==> src/rtl/nmi_pkg.sv <==
package nmi_pkg;
  // register offsets (byte addresses)
  localparam int unsigned STAT_OFS = 32'h0000;
  localparam int unsigned CFG_OFS  = 32'h0008;
  // status bit positions counted from the MSB
  localparam int unsigned PEND_MSB0 = 0;
  localparam int unsigned OVF_MSB0  = 1;
  // configuration bit positions counted from the LSB
  localparam int unsigned CFG_RISE_BIT = 0;
  localparam int unsigned CFG_FALL_BIT = 1;

  typedef struct packed {
    logic rise;
    logic fall;
  } edge_cfg_t;
endpackage

==> src/rtl/nmi_pad_sync.sv <==
module nmi_pad_sync #(
  parameter int unsigned STAGES = 2
) (
  input  logic clk,
  input  logic rst,
  input  logic d,
  output logic q
);
  logic [STAGES-1:0] sr;

  generate
    if (STAGES == 1) begin : g_one
      always_ff @(posedge clk) begin
        if (rst) sr <= '0;
        else     sr <= d;
      end
    end else begin : g_chain
      always_ff @(posedge clk) begin
        if (rst) sr <= '0;
        else     sr <= {sr[STAGES-2:0], d};
      end
    end
  endgenerate

  assign q = sr[STAGES-1];
endmodule

==> src/rtl/nmi_edge_detect.sv <==
module nmi_edge_detect
  import nmi_pkg::*;
(
  input  logic      clk,
  input  logic      rst,
  input  logic      lvl,
  input  edge_cfg_t cfg,
  output logic      evt
);
  logic prev;
  logic rise_seen;
  logic fall_seen;

  always_ff @(posedge clk) begin
    if (rst) prev <= 1'b0;
    else     prev <= lvl;
  end

  always_comb begin
    rise_seen = lvl & ~prev;
    fall_seen = ~lvl & prev;
    evt = (rise_seen & cfg.rise) | (fall_seen & cfg.fall);
  end
endmodule

==> src/rtl/nmi_flag_regs.sv <==
module nmi_flag_regs (
  input  logic clk,
  input  logic rst,
  input  logic evt,
  input  logic clr_pend,
  input  logic clr_ovf,
  input  logic irq_en,
  output logic pend,
  output logic ovf,
  output logic irq
);
  always_ff @(posedge clk) begin
    if (rst) begin
      pend <= 1'b0;
      ovf  <= 1'b0;
      irq  <= 1'b0;
    end else begin
      if (evt) begin
        pend <= 1'b1;
        ovf  <= pend;
      end else begin
        pend <= pend & ~clr_pend;
        ovf  <= ovf & ~clr_ovf;
      end
      irq <= (pend | ovf) & irq_en;
    end
  end
endmodule

==> src/rtl/nmi_edge_monitor.sv <==
module nmi_edge_monitor
  import nmi_pkg::*;
#(
  parameter int unsigned ADDR_W      = 14,
  parameter int unsigned DATA_W      = 32,
  parameter int unsigned SYNC_STAGES = 2
) (
  input  logic              clk,
  input  logic              rst,
  input  logic              pad_i,
  input  logic [ADDR_W-1:0] bus_addr,
  input  logic [DATA_W-1:0] bus_wdata,
  input  logic              bus_we,
  output logic [DATA_W-1:0] bus_rdata,
  output logic              irq_o
);
  localparam int unsigned PEND_POS = DATA_W - 1 - PEND_MSB0;
  localparam int unsigned OVF_POS  = DATA_W - 1 - OVF_MSB0;
  localparam logic [ADDR_W-1:0] STAT_A = ADDR_W'(STAT_OFS);
  localparam logic [ADDR_W-1:0] CFG_A  = ADDR_W'(CFG_OFS);

  logic      pad_s;
  logic      edge_evt;
  logic      pend;
  logic      ovf;
  logic      rise_en;
  logic      fall_en;
  edge_cfg_t cfg;
  logic      stat_wr;
  logic      cfg_wr;

  assign stat_wr  = bus_we && (bus_addr == STAT_A);
  assign cfg_wr   = bus_we && (bus_addr == CFG_A);
  assign cfg.rise = rise_en;
  assign cfg.fall = fall_en;

  nmi_pad_sync #(.STAGES(SYNC_STAGES)) u_sync (
    .clk (clk),
    .rst (rst),
    .d   (pad_i),
    .q   (pad_s)
  );

  nmi_edge_detect u_edge (
    .clk (clk),
    .rst (rst),
    .lvl (pad_s),
    .cfg (cfg),
    .evt (edge_evt)
  );

  nmi_flag_regs u_flags (
    .clk      (clk),
    .rst      (rst),
    .evt      (edge_evt),
    .clr_pend (stat_wr & bus_wdata[PEND_POS]),
    .clr_ovf  (stat_wr & bus_wdata[OVF_POS]),
    .irq_en   (rise_en | fall_en),
    .pend     (pend),
    .ovf      (ovf),
    .irq      (irq_o)
  );

  always_ff @(posedge clk) begin
    if (rst) begin
      rise_en <= 1'b0;
      fall_en <= 1'b0;
    end else if (cfg_wr) begin
      rise_en <= bus_wdata[CFG_RISE_BIT];
      fall_en <= bus_wdata[CFG_FALL_BIT];
    end
  end

  always_ff @(posedge clk) begin
    if (rst) begin
      bus_rdata <= '0;
    end else begin
      bus_rdata <= '0;
      if (bus_addr == STAT_A) begin
        bus_rdata[PEND_POS] <= pend;
        bus_rdata[OVF_POS]  <= ovf;
      end else if (bus_addr == CFG_A) begin
        bus_rdata[CFG_RISE_BIT] <= rise_en;
        bus_rdata[CFG_FALL_BIT] <= fall_en;
      end
    end
  end
endmodule

==> config.mk <==
export PLATFORM = sky130hd
export DESIGN_NAME = nmi_edge_monitor
export DESIGN_NICKNAME = d
export VERILOG_FILES = /design/src/rtl/nmi_pkg.sv /design/src/rtl/nmi_pad_sync.sv /design/src/rtl/nmi_edge_detect.sv /design/src/rtl/nmi_flag_regs.sv /design/src/rtl/nmi_edge_monitor.sv
export SDC_FILE = /design/constraint.sdc
export NUM_CORES = 1
export LEC_CHECK = 0
export BUFFER_PORTS_ARGS = -buffer_cell sky130_fd_sc_hd__buf_2
export CAP_MARGIN = 20
export CORE_MARGIN = 5
export CORE_UTILIZATION = 30
export CTS_BUF_LIST = sky130_fd_sc_hd__clkbuf_2 sky130_fd_sc_hd__clkbuf_4 sky130_fd_sc_hd__clkbuf_8
export CTS_CLUSTER_DIAMETER = 60
export DETAILED_ROUTE_END_ITERATION = 10
export HOLD_SLACK_MARGIN = 0.03
export PLACE_DENSITY = 0.74
export SLEW_MARGIN = 15
export SYNTH_ARGS = -nofsm -noshare
export SYNTH_HDL_FRONTEND = slang
export SYNTH_HIERARCHICAL = 1
export SYNTH_SLANG_ARGS = --single-unit
==> constraint.sdc <==
create_clock -name clk -period 2.1 [get_ports clk]
set_input_delay 0.525 -clock clk [delete_from_list [all_inputs] [get_ports clk]]
set_output_delay 0.525 -clock clk [all_outputs]
set_load 0.03 [all_outputs]
* Yosys cells after proc, flatten, opt, wreduce, memory -nomap -nowiden
Index checks and enable logic that the tools add are counted.
** Cells by class
- $mul :: 0
- Bitwise gates (word level) :: 18
- Divide/modulo/power cells :: 0
- Reductions and logical operators :: 5
- Shift-type cells :: 0
- Multiplexer cells :: 2
- $lt $le $gt $ge :: 0
- $add $sub $neg :: 0
- Equality and inequality tests :: 1
** Operators by type and width (number)
- $eq 14x4->1 const B :: 1
- $logic_not 14->1 :: 1
- $and 1x1->1 :: 9
- $not 1->1 :: 6
- $or 1x1->1 :: 3
- $reduce_or 3->1 :: 1
- $logic_and 1x1->1 :: 2
- $mux 1 :: 2
- $reduce_or 2->1 :: 1
** Storage, ports and cells
- Bits in latches :: 0
- Bits in read-only memories :: 0
- Output and inout port bits :: 33
- Memory bits (writable) :: 0
- Memories kept :: 0
- Flip-flop bits (word level) :: 40
- Word-level logic and storage cells :: 36
- Bits of input ports :: 50

* Depth between registers and ports, before layout
- Depth after elaboration :: 6
- Gate-level depth with buffers :: 5
- Depth with buffers taken out :: 5

* Modules after synthesis
The synthesis kept the hierarchy.
** Modules (own cells, without submodules)
- nmi_edge_monitor :: cells each 58, area an instance 500.5 sq um, instances 1, sequential area each 120.1 sq um
- nmi_flag_regs :: cells each 11, area an instance 103.8 sq um, instances 1, sequential area each 60.1 sq um
- nmi_pad_sync :: cells each 4, area an instance 52.6 sq um, instances 1, sequential area each 40.0 sq um
- nmi_edge_detect :: cells each 5, area an instance 46.3 sq um, instances 1, sequential area each 20.0 sq um

* Least setup slack after synthesis
OpenSTA, ideal clock, no wires.
- Kind :: input -> register
- Start :: input port bus_addr[9]
- End :: register u_flags.ovf
- Setup slack :: 0.640 ns
- Buffers on the path :: 0
- Cell stages on the path :: 5
- Arrival :: 1.345 ns
- Setup time :: 0.116 ns
- Data required time :: 1.984 ns
- Path through :: nor4_2 -> nand4_2 -> nor3_1 -> or3b_1 -> a21oi_1
** Between the ends
- Cells in the longest elaborated chain, start to end :: 6
** Ends and longest elaborated chain
- start: declaration :: line nmi_edge_monitor.sv:11 : input logic [ADDR_W-1:0] bus_addr,
- $logic_not 14->1 :: line nmi_edge_monitor.sv:32 : assign stat_wr = bus_we && (bus_addr == STAT_A);
- $logic_and 1x1->1 :: line nmi_edge_monitor.sv:32
- $and 1x1->1 :: line nmi_edge_monitor.sv:57 : .clr_ovf (stat_wr & bus_wdata[OVF_POS]),
- $not 1->1 :: line nmi_flag_regs.sv:23 : ovf <= ovf & ~clr_ovf;
- $and 1x1->1 :: line nmi_flag_regs.sv:23
- $mux 1 :: line nmi_flag_regs.sv:18 : if (evt) begin
- end signal: assignment :: line nmi_flag_regs.sv:20 : ovf <= pend;
- end signal: assignment :: line nmi_flag_regs.sv:23
- end: declaration :: line nmi_flag_regs.sv:9 : output logic ovf,
Every way passes these cells.
A chain may end at the register's enable or synchronous reset.

* Worst setup path in the final report
- Start :: input port bus_addr[9]
- End :: register u_flags.pend
** Between the ends
- Cells in the longest elaborated chain, start to end :: 6
** Ends and longest elaborated chain
- $logic_not 14->1 :: line nmi_edge_monitor.sv:32
- $logic_and 1x1->1 :: line nmi_edge_monitor.sv:32
- $and 1x1->1 :: line nmi_edge_monitor.sv:56 : .clr_pend (stat_wr & bus_wdata[PEND_POS]),
- $not 1->1 :: line nmi_flag_regs.sv:22 : pend <= pend & ~clr_pend;
- $and 1x1->1 :: line nmi_flag_regs.sv:22
- $mux 1 :: line nmi_flag_regs.sv:18
- end signal: assignment :: line nmi_flag_regs.sv:22
- end: declaration :: line nmi_flag_regs.sv:8 : output logic pend,
Every way passes these cells.

==> run_results.csv <==
group,metric,value,unit
route,drt_iter0_markers,5,
route,drc,0,
timing,final_hold_viol_count,0,
finish,num_antenna_cells,0,
setup_path,critPathKind,"input port to flip-flop",
route,post_drt_wl_per_cell,9.888,microns
logic_synthesis,synth_common_cells,"28 x buf_4, 12 x dfxtp_1, 5 x nand2b_1, 5 x nor3_1, 4 x nand2_1",
logic_synthesis,synth_ff_type,"dfxtp_1",
timing,fin_tns_setup,0,ns
clock_network,clk_path_buf_depth,2,
setup_path,end_kind,"flip-flop",
logic_synthesis,syn_inst,78,
setup_path,arrival,1.60,ns
clock_network,clock-sinks,12,
logic_synthesis,seq_area_frac_synth,34.16,%
global_routing,antenna_found_initial,0,
global_routing,grt_usage,7.978,%
setup_path,r2r_slack,1.00,ns
placed_design,dp_hpwl,1151,microns
worst_hold_path,whs_endpoint,"u_sync/sr[1]",
timing,rsz0062_at_grt,"no",
floorplan,num_rows,17,
pwr,p_switching,0.1503,mW
pwr,cell_internal_pwr,0.3156,mW
worst_hold_path,hp-start,"u_sync/sr[0]",
clock_network,clk_pin_slew_worst_paths,0.06,ns
route,vias_per_cell,3.888,
logic_synthesis,synth_top_area_share,34.16,%
clock_network,cts_setup_buffers,0,
timing,fin_crit_sh,68.65,%
logic_synthesis,yosysTopAreaCell,"dfxtp_1",
route,wl_met3,154,microns
setup_path,r2r-start,"u_sync/sr[1]",
route,num_vias,521,
clock_network,ctsHoldBuffers,0,
placed_design,gp_congestion,0.6953,
clock_network,insertion_delay,0.27,ns
clock_network,cts_tree,"done",
finish,final_layout_size_suffix_gt1_share,33.02,%
timing,max_freq,693.6,MHz
floorplan,start_util,31.48,%
job,cap_violations,0,
setup_path,start_kind,"input port",
setup_path,cp_max_fo,6,
worst_hold_path,min_path_type,"flip-flop to flip-flop",
route,drt-total-wl,1325,microns
logic_synthesis,synth-edff-count,0,
finish,stdcell_count,134,
route,met2RoutedLength,776,microns
logic_synthesis,async_reset_ff_share,0,%
pwr,leakage,0.3778,nW
timing,finalMaxSlewViolations,0,
logic_synthesis,synth_seq_cells,12,
logic_synthesis,yosys_warnings,6,
pwr,peakVddDrop,0.3394,mV
timing,layout_setup_ws,0.6583,ns
placed_design,io_buffers,26,
setup_path,r2r_end,"u_flags/ovf",
global_routing,gr-total-overflow,0,
timing,skew,0.0009016,ns
global_routing,grt_start_max_net_pins,13,
placed_design,place_ws,0.3562,ns
pwr,total_power,0.4660,mW
pwr,p_per_area,595.8,nW/um^2
logic_synthesis,synth_area_leaders,"dfxtp_1 34%, buf_4 30%, nand2b_1 4.4%, nor3_1 3.6%, nor4_2 3.6%",
logic_synthesis,ys_types,21,
global_routing,grt_pass1_vias,510,
logic_synthesis,yosysMostFrequentCell,"buf_4",
finish,nNetsFinal,158,
clock_network,root_buffer,"clkbuf_4",
setup_path,r2r_cells,4,
placed_design,placed_cells,131,
floorplan,dieArea,3412,sq um
pwr,share_seq_of_total_power,49.5,%
floorplan,die_h,58.42,microns
finish,area.growth.synth_to_final,11.21,%
timing,finalCriticalPeriod,1.442,ns
global_routing,grt_pass1_wl,2063,microns
setup_path,cp_data_required_time,2.25,ns
logic_synthesis,syn_avg_cell_area,9.015,sq um
status,status,"finished, final reports clean",
floorplan,ios,83,
timing,setup_viol,0,
floorplan,die_x,58.42,microns
route,m1WireLength,380,microns
clock_network,cts_max_level,1,
logic_synthesis,synth_area,703.2,sq um
floorplan,coreArea,2233,sq um
route,ant_nets,0,
pwr,switching_share,32.27,%
clock_network,cts_resized,0,
pwr,power.share.clock,28.8,%
clock_network,cts_inserted_buffers,3,
finish,nFillCells,242,
worst_hold_path,whs_path_depth,1,
route,highest_layer,"met4",
route,drt-pass1-iter-count,4,
pwr,combPwrFrac,21.7,%
## layout by cell type (no fill, tap or decap), types with 2 or more instances in the layout
cell type  instances
conb_1            28
buf_2             26
dfxtp_1           12
nor3_1             5
nand2b_1           5
nand2_1            4
clkbuf_4           3
nor2b_1            3
nor4_2             2
nor2_1             2
nor4b_1            2
inv_1              2
mux2i_1            2
a21oi_1            2
## registers in the layout, indices dropped and copies added, names as in the netlist
register      flops
fall_en           1
rise_en           1
u_flags/pend      1
u_flags/irq       1
u_flags/ovf       1
u_edge/prev       1
bus_rdata         4
u_sync/sr         2
## metrics by stage
step / hold slack [ns] / util (%) / area, sq um
after detailed placement: 0.4293 / 34.01 / 759.5
after CTS: 0.4535 / 35.01 / 782.0
after global placement: 0.4161 / 34.01 / 759.5
after global routing: 0.4579 / 35.01 / 782.0
after floorplan: 0.4138 / - / 804.5
final: 0.4488 / 35.01 / 782.0
## power by group through the flow
stage               registers [mW]  logic [mW]  clock network (mW)
floorplan                    0.236       0.114                   0
global placement             0.236      0.0981                   0
detailed placement           0.236      0.0998                   0
CTS                          0.231      0.0999               0.141
global route                 0.231       0.109               0.151
finish                       0.231       0.101               0.134
## final cells by class
class	instances	area, sq um	area share (%)
multi-input combinational	63	346.6	44.32
sequential	12	240.2	30.72
timing repair buffer	26	130.1	16.64
tap	28	35.03	4.480
clock buffer	3	22.52	2.880
inverter	2	7.507	0.9600
## worst max-delay path: stages
cell and delay, ns:
buf_2 0.10, nor4_2 0.35, nand4_2 0.22, nor3_1 0.20, nand2b_1 0.13, a21oi_1 0.06
## logic make-up after synthesis
group	share of synthesized area, %
AND/OR/NAND/NOR	28.83
buffers and inverters	30.96
flip-flops	34.16
AO/OA/AOI/OAI	2.669
multiplexers	2.847
other	0.5333
## per-layer routing
metal / vias up / GRT usage [%]
li1: 261 / -
met3: 3 / 4.386
met1: 232 / 7.124
met4: 0 / 2.980
met5: - / 0
met2: 25 / 14.83
## worst max-delay path by stage
| stage | to | slack, ns | from |
|---|---|---|---|
| 5_1_grt | u_flags/pend | 0.54 | bus_addr[4] |
| 4_1_cts | u_flags/pend | 0.64 | bus_addr[4] |
| 6_report | u_flags/pend | 0.66 | bus_addr[9] |
| 2_1_floorplan | u_flags/ovf | 0.64 | bus_addr[9] |
| 3_5_place_dp | u_flags/pend | 0.36 | bus_addr[4] |
| 3_3_place_gp | u_flags/ovf | 0.41 | bus_addr[4] |
Note: power is estimated with default switching activity, not from simulation.
